$ cat src/rtl/pcm_rx_pkg.sv
package pcm_rx_pkg;
    typedef enum logic [1:0] {
        ST_HUNT  = 2'd0,
        ST_LEFT  = 2'd1,
        ST_RIGHT = 2'd2
    } rx_state_e;
endpackage

$ cat src/rtl/pcm_sync2.sv
module pcm_sync2 #(
    parameter int N = 4
) (
    input  logic         clk,
    input  logic         rst_n,
    input  logic [N-1:0] async_in,
    output logic [N-1:0] sync_out
);
    logic [N-1:0] meta_q;
    logic [N-1:0] sync_q;

    always_ff @(posedge clk) begin
        if (!rst_n) begin
            meta_q <= '0;
            sync_q <= '0;
        end else begin
            meta_q <= async_in;
            sync_q <= meta_q;
        end
    end

    assign sync_out = sync_q;
endmodule

$ cat src/rtl/pcm_frame_fsm.sv
module pcm_frame_fsm
    import pcm_rx_pkg::*;
#(
    parameter int MAX_W = 32,
    localparam int CW = $clog2(MAX_W + 1)
) (
    input  logic          clk,
    input  logic          rst_n,
    input  logic          sample_ev,
    input  logic          lr_eff,
    input  logic          fmt_lj,
    input  logic [CW-1:0] w_eff,
    output logic [CW-1:0] bit_idx,
    output logic          put_old,
    output logic          put_new,
    output logic          close,
    output logic          to_left,
    output logic          to_right,
    output logic          frame_valid
);
    rx_state_e     state, state_nxt;
    logic          lr_prev;
    logic [CW-1:0] cnt;
    logic          valid_q;
    logic          boundary;

    assign boundary = sample_ev && (lr_eff != lr_prev);

    // state register
    always_ff @(posedge clk) begin
        if (!rst_n) state <= ST_HUNT;
        else        state <= state_nxt;
    end

    // next state
    always_comb begin
        state_nxt = state;
        unique case (state)
            ST_HUNT:  if (boundary && !lr_eff) state_nxt = ST_LEFT;
            ST_LEFT:  if (boundary)            state_nxt = ST_RIGHT;
            ST_RIGHT: if (boundary)            state_nxt = ST_LEFT;
            default:                           state_nxt = ST_HUNT;
        endcase
    end

    // per-event outputs to the lanes
    always_comb begin
        bit_idx  = cnt;
        put_old  = sample_ev && !(boundary && fmt_lj) && (cnt < w_eff);
        put_new  = boundary && fmt_lj;
        close    = boundary && ((state != ST_HUNT) || !lr_eff);
        to_left  = close && (state == ST_LEFT);
        to_right = close && (state == ST_RIGHT);
    end

    // bit counter, frame clock history, strobe
    always_ff @(posedge clk) begin
        if (!rst_n) begin
            lr_prev <= 1'b0;
            cnt     <= '0;
            valid_q <= 1'b0;
        end else begin
            valid_q <= to_right;
            if (sample_ev) begin
                lr_prev <= lr_eff;
                if (boundary)
                    cnt <= fmt_lj ? CW'(1) : '0;
                else if (cnt != CW'(MAX_W))
                    cnt <= cnt + CW'(1);
            end
        end
    end

    assign frame_valid = valid_q;


    pulse_single_chk: assert property (@(posedge clk) disable iff (!rst_n)
        valid_q |=> !valid_q);

    pulse_state_chk: assert property (@(posedge clk) disable iff (!rst_n)
        valid_q |-> (state == ST_LEFT));

    hunt_exit_chk: assert property (@(posedge clk) disable iff (!rst_n)
        (state == ST_HUNT) |=> (state != ST_RIGHT));

    hunt_quiet_chk: assert property (@(posedge clk) disable iff (!rst_n)
        (state == ST_HUNT) |=> !valid_q);
endmodule

$ cat src/rtl/pcm_lane_word.sv
module pcm_lane_word #(
    parameter int MAX_W = 32,
    localparam int CW = $clog2(MAX_W + 1)
) (
    input  logic             clk,
    input  logic             rst_n,
    input  logic             bit_in,
    input  logic [CW-1:0]    bit_idx,
    input  logic             put_old,
    input  logic             put_new,
    input  logic             close,
    input  logic             to_left,
    input  logic             to_right,
    input  logic [MAX_W-1:0] lo_mask,
    output logic [MAX_W-1:0] left_word,
    output logic [MAX_W-1:0] right_word
);
    localparam logic [MAX_W-1:0] MSB_ONE = {1'b1, {(MAX_W-1){1'b0}}};

    logic [MAX_W-1:0] acc, l_hold, l_q, r_q;
    logic [MAX_W-1:0] word_wr;

    always_comb begin
        word_wr = acc;
        if (put_old && bit_in)
            word_wr = acc | (MSB_ONE >> bit_idx);
    end

    always_ff @(posedge clk) begin
        if (!rst_n) begin
            acc    <= '0;
            l_hold <= '0;
            l_q    <= '0;
            r_q    <= '0;
        end else if (close) begin
            if (to_left)
                l_hold <= word_wr;
            if (to_right) begin
                r_q <= word_wr;
                l_q <= l_hold;
            end
            acc <= (put_new && bit_in) ? MSB_ONE : '0;
        end else if (put_old) begin
            acc <= word_wr;
        end
    end

    assign left_word  = l_q;
    assign right_word = r_q;


    width_pad_chk: assert property (@(posedge clk) disable iff (!rst_n)
        to_right |=> ((r_q & lo_mask) == '0) && ((l_q & lo_mask) == '0));

    hold_stable_chk: assert property (@(posedge clk) disable iff (!rst_n)
        !to_right |=> $stable(r_q) && $stable(l_q));
endmodule

$ cat src/rtl/pcm_serial_rx.sv
module pcm_serial_rx #(
    parameter int LANES = 2,
    parameter int MAX_W = 32,
    localparam int CW = $clog2(MAX_W + 1)
) (
    input  logic                   clk,
    input  logic                   rst_n,
    input  logic                   cfg_lj,
    input  logic                   cfg_sclk_inv,
    input  logic                   cfg_lrclk_inv,
    input  logic [CW-1:0]          cfg_width,
    input  logic                   sclk_in,
    input  logic                   lrclk_in,
    input  logic [LANES-1:0]       sdata_in,
    output logic [LANES*MAX_W-1:0] left_out,
    output logic [LANES*MAX_W-1:0] right_out,
    output logic                   smp_valid
);
    localparam int NS = LANES + 2;

    logic [NS-1:0]    sync_v;
    logic             sclk_eff, sclk_prev, sample_ev, lr_eff;
    logic [LANES-1:0] data_s;
    logic [CW-1:0]    w_eff;
    logic [MAX_W-1:0] lo_mask;
    logic [CW-1:0]    bit_idx;
    logic             put_old, put_new, close, to_left, to_right;

    pcm_sync2 #(.N(NS)) u_sync (
        .clk      (clk),
        .rst_n    (rst_n),
        .async_in ({sdata_in, lrclk_in, sclk_in}),
        .sync_out (sync_v)
    );

    assign sclk_eff = sync_v[0] ^ cfg_sclk_inv;
    assign lr_eff   = sync_v[1] ^ cfg_lrclk_inv;
    assign data_s   = sync_v[NS-1:2];

    always_ff @(posedge clk) begin
        if (!rst_n) sclk_prev <= 1'b1;
        else        sclk_prev <= sclk_eff;
    end

    assign sample_ev = sclk_eff && !sclk_prev;

    assign w_eff   = ((cfg_width == '0) || (cfg_width > CW'(MAX_W))) ? CW'(MAX_W) : cfg_width;
    assign lo_mask = {MAX_W{1'b1}} >> w_eff;

    pcm_frame_fsm #(.MAX_W(MAX_W)) u_fsm (
        .clk         (clk),
        .rst_n       (rst_n),
        .sample_ev   (sample_ev),
        .lr_eff      (lr_eff),
        .fmt_lj      (cfg_lj),
        .w_eff       (w_eff),
        .bit_idx     (bit_idx),
        .put_old     (put_old),
        .put_new     (put_new),
        .close       (close),
        .to_left     (to_left),
        .to_right    (to_right),
        .frame_valid (smp_valid)
    );

    // one word assembler per data pin
    for (genvar i = 0; i < LANES; i++) begin : g_lane
        pcm_lane_word #(.MAX_W(MAX_W)) u_lane (
            .clk        (clk),
            .rst_n      (rst_n),
            .bit_in     (data_s[i]),
            .bit_idx    (bit_idx),
            .put_old    (put_old),
            .put_new    (put_new),
            .close      (close),
            .to_left    (to_left),
            .to_right   (to_right),
            .lo_mask    (lo_mask),
            .left_word  (left_out[i*MAX_W +: MAX_W]),
            .right_word (right_out[i*MAX_W +: MAX_W])
        );
    end


    sample_gap_chk: assert property (@(posedge clk) disable iff (!rst_n)
        sample_ev |=> !sample_ev);
endmodule

$ cat config.mk
export PLATFORM = sky130hd
export DESIGN_NAME = pcm_serial_rx
export DESIGN_NICKNAME = d
export VERILOG_FILES = /design/src/rtl/pcm_rx_pkg.sv /design/src/rtl/pcm_sync2.sv /design/src/rtl/pcm_frame_fsm.sv /design/src/rtl/pcm_lane_word.sv /design/src/rtl/pcm_serial_rx.sv
export SDC_FILE = /design/constraint.sdc
export NUM_CORES = 1
export LEC_CHECK = 0
export BUFFER_PORTS_ARGS = -buffer_cell sky130_fd_sc_hd__buf_2
export CAP_MARGIN = 15
export CORE_UTILIZATION = 40
export DETAILED_ROUTE_END_ITERATION = 7
export HOLD_SLACK_MARGIN = 0.08
export PLACE_DENSITY_LB_ADDON = 0.25
export SETUP_SLACK_MARGIN = 0.1
export SKIP_CTS_REPAIR_TIMING = 1
export SLEW_MARGIN = 40
export SYNTH_ARGS = -nofsm -noshare
export SYNTH_HDL_FRONTEND = slang
export SYNTH_SLANG_ARGS = --single-unit
$ cat constraint.sdc
create_clock -name clk -period 5.5 [get_ports clk]
set_clock_uncertainty 0.1 [all_clocks]
set_input_delay 0.275 -clock clk [delete_from_list [all_inputs] [get_ports clk]]
set_output_delay 0.275 -clock clk [all_outputs]
set_load 0.01 [all_outputs]
==> results by group <==
Power and ir drop
  • Clock power share: 48.7%
  • Power Density: 352 nW/um^2
  • Tot Pwr: 4.11 mW
  • Leak pwr: 4.67 nW
  • Seq pwr share: 48.8%
  • Gate power share: 2.5%
  • Switch Pwr: 0.843 mW
  • Cell-internal power: 3.27 mW
  • Max VDD drop: 0.177 mV
  • Sw Share: 20.5%

Setup path
  • Kind of cell adding the most delay to the critical path: flip-flops
  • Worst path required time: 5860 ps
  • FF-to-FF path depth: 8
  • R2r endpoint: g_lane[1].u_lane.right_word[24]$_SDFFE_PN0P_
  • Worst r2r src: u_fsm.bit_idx[3]$_SDFFE_PN0P_
  • Worst-path maximum fanout: 22
  • Crit path DAT: 3330 ps
  • Most Frequent Cell on Critical Path: a21oi_1
  • Worst path max stage delay: 820 ps
  • Critical path origin: u_fsm.bit_idx[3]$_SDFFE_PN0P_
  • Crit start category: flop
  • R2r setup slk: 2530 ps
  • CP bufs+invs: 2
  • CP Class: reg -> reg
  • Critical path cell sequence: ha_1 -> nand4_1 -> a311oi_2 -> buf_2 -> nor4_4 -> buf_4 -> a21oi_1 -> a21oi_1
  • Element type at the critical path end: flop
  • CP max stage cell: dfxtp_1

GRT
  • Largest net degree at the start of global routing: 130
  • Initial antenna violation count: 0
  • Number of global-route vias before repair: 6966
  • Total congestion overflow: 0
  • First-pass GRT wire length: 37.4 mm
  • Gr usage total: 19.0%

STA
  • TNS Setup: 0 ps
  • Slew @ Worst Pin: 773 ps
  • Slew Viols, Final: 0
  • Fin crit period: 2970 ps
  • Final setup vio count: 0
  • Unrepaired setup endpoints after global routing: no
  • Final Hold Fails: 0
  • Slew headroom: 48.4%
  • Final Cycle Share: 53.9%
  • Maximum clock rate: 337 MHz

Layout
  • Layout Nets: 1203
  • Most frequent cells in the layout: 275 x dfxtp_1, 210 x a21oi_1, 143 x buf_2
  • Commonest non-fill, non-tap cell in the layout: dfxtp_1
  • Syn-to-layout area delta: 20.1%
  • Layout cell share with drive strength beyond 1: 22.2%
  • Fillers: 2378
  • Finished Cell Area: 11700 sq um
  • Antenna Diode Count: 0

Routing
  • DR vias/cell: 5.03
  • DRT antenna net count: 0
  • Final WL: 23.8 mm
  • Iteration-0 DRC Markers: 430
  • Routed len/inst: 15.7 um
  • Routed vias: 7632
  • DRC Markers: 0
  • First drt pass iteration count: 4

Floorplan
  • Top-Level Pins: 144
  • Initial Util: 41.1%
  • Core area: 23700 sq um
  • Chip height: 158 um
  • Die Width: 158 um
  • # rows: 56
  • DIE AREA: 24900 sq um

Min path
  • Worst min path class: in -> reg
  • Worst hold path endpoint: u_fsm.lr_prev$_SDFFE_PN0P_
  • Hold Path Stages: 3
  • Worst Hold Launch: cfg_lrclk_inv

Synthesis
  • Warnings from Yosys: 0
  • Mapped Nets: 1088
  • Synth cell types: 47
  • Seq/Total Area, Yosys: 56.6%
  • Cell Area, Synth: 9720 sq um
  • FFs w/ async S/R, synth: 0%
  • Number of flops mapped to enable cells by yosys: 0
  • Ys flop type: dfxtp_1
  • Syn Inst Count: 1062
  • Register bit total from synthesis: 275
  • Avg Cell Area, Syn: 9.15 sq um

Run status
  • Status: complete, no violations

Run
  • Max-Cap Viols: 0

Placement
  • Routability cong.: 0.835
  • Placement Cell Area: 10600 sq um
  • Buffers added on ports: 143
  • Post-DP HPWL: 15.1 mm

CTS
  • Sink Count: 275
  • Clock-pin slew on the worst setup and hold paths: 60 ps
  • CTS max path bufs: 3
  • CTS tree: built
  • Clock buffer count from CTS: 28
  • CTS H-Tree Depth: 1
  • Clock Tree Root: clkbuf_16
  • Clock Latency Late Sink: 530 ps
[worst max path at each step]
stage / to / slack [ps] / depth (start not counted)
6_report: g_lane[1].u_lane.right_word[24]$_SDFFE_PN0P_ / 2530 / 8
2_1_floorplan: g_lane[0].u_lane.right_word[22]$_SDFFE_PN0P_ / 3090 / 9
3_5_place_dp: g_lane[0].u_lane.right_word[18]$_SDFFE_PN0P_ / 2480 / 6
5_1_grt: g_lane[1].u_lane.right_word[24]$_SDFFE_PN0P_ / 2250 / 8
3_3_place_gp: g_lane[0].u_lane.right_word[2]$_SDFFE_PN0P_ / 2470 / 6
4_1_cts: g_lane[0].u_lane.right_word[18]$_SDFFE_PN0P_ / 2450 / 6
[worst reg2reg max path, cell delays in order (launching register included)]
cell and delay [ps]:
dfxtp_1 820, ha_1 370, nand4_1 100, a311oi_2 100
buf_2 230, nor4_4 580, buf_4 280, a21oi_1 130
a21oi_1 200
[cell families after synthesis]
logic type      synth area share [%]
simple gates                    13.1
flops                           56.6
fa+ha+maj                       1.42
xor+xnor                       0.927
compound gates                  23.1
buf+inv                         4.56
mux                            0.322
[routing by layer]
| metal | vias up | GRT usage, % | share of wire [%] |
|---|---|---|---|
| met2 | 148 | 29.7 | 45 |
| met3 | 30 | 3.15 | 4.7 |
| met5 | - | 0 | 0 |
| met1 | 3576 | 27.2 | 49 |
| met4 | 0 | 4.85 | 1.7 |
| li1 | 3878 | - | - |
[layout make-up]
type                    instances  area, sq um  area share [%]
multi-input cells             703         3790            32.5
clock inverters                10          134            1.15
inverters                       5         18.8           0.161
well taps                     319          399            3.42
flip-flops and latches        275         5510            47.2
clock buffers                  41          871            7.46
repair buffers                164          953            8.17
[state kept, by name, indices dropped and copies added (netlist names)]
name and cells:
u_fsm.frame_valid 1, u_sync.meta_q 4, u_fsm.bit_idx 6, u_fsm.state 2, sclk_prev 1, u_fsm.lr_prev 1, g_lane.u_lane.right_word 64, u_sync.sync_out 4
g_lane.u_lane.left_word 64, g_lane.u_lane.acc 64, g_lane.u_lane.l_hold 64
[power groups by stage]
stage	clock network, mW	logic (mW)	registers, mW
floorplan	0	0.0690	2.05
CTS	2.04	0.0970	2.00
finish	2.00	0.102	2.00
global route	2.13	0.112	2.00
detailed placement	0	0.0966	2.05
global placement	0	0.0953	2.05
[stage by stage]
step,util [%],hold slack (ps),std cells,worst slack [ps]
global route,49.3,122,1517,2250
detailed placement,44.6,319,1456,2480
floorplan,-,302,1062,3090
CTS,48.8,-170,1507,2450
global placement,44.3,314,1451,2470
finish,49.3,109,1517,2530
[cell usage after synthesis, drive strengths merged, types with 2 or more instances]
cell type	count	area share, %
a211oi	3	0.23
a21o	2	0.15
a21oi	255	15
a31oi	8	0.51
and2	18	1.2
and3	6	0.39
and3b	2	0.18
buf	45	3.1
clkbuf	34	1.3
dfxtp	275	57
ha	11	1.4
inv	5	0.19
mux2i	2	0.21
nand2	133	5.1
nand2b	5	0.32
nand3	5	0.26
nand4	7	0.45
nor2	83	3.3
nor2b	4	0.26
nor3	4	0.21
nor3b	3	0.28
nor4	5	0.94
o21ai	130	6.7
xnor2	2	0.18
xor2	3	0.27
No activity file was read; power rests on OpenSTA's default activity.
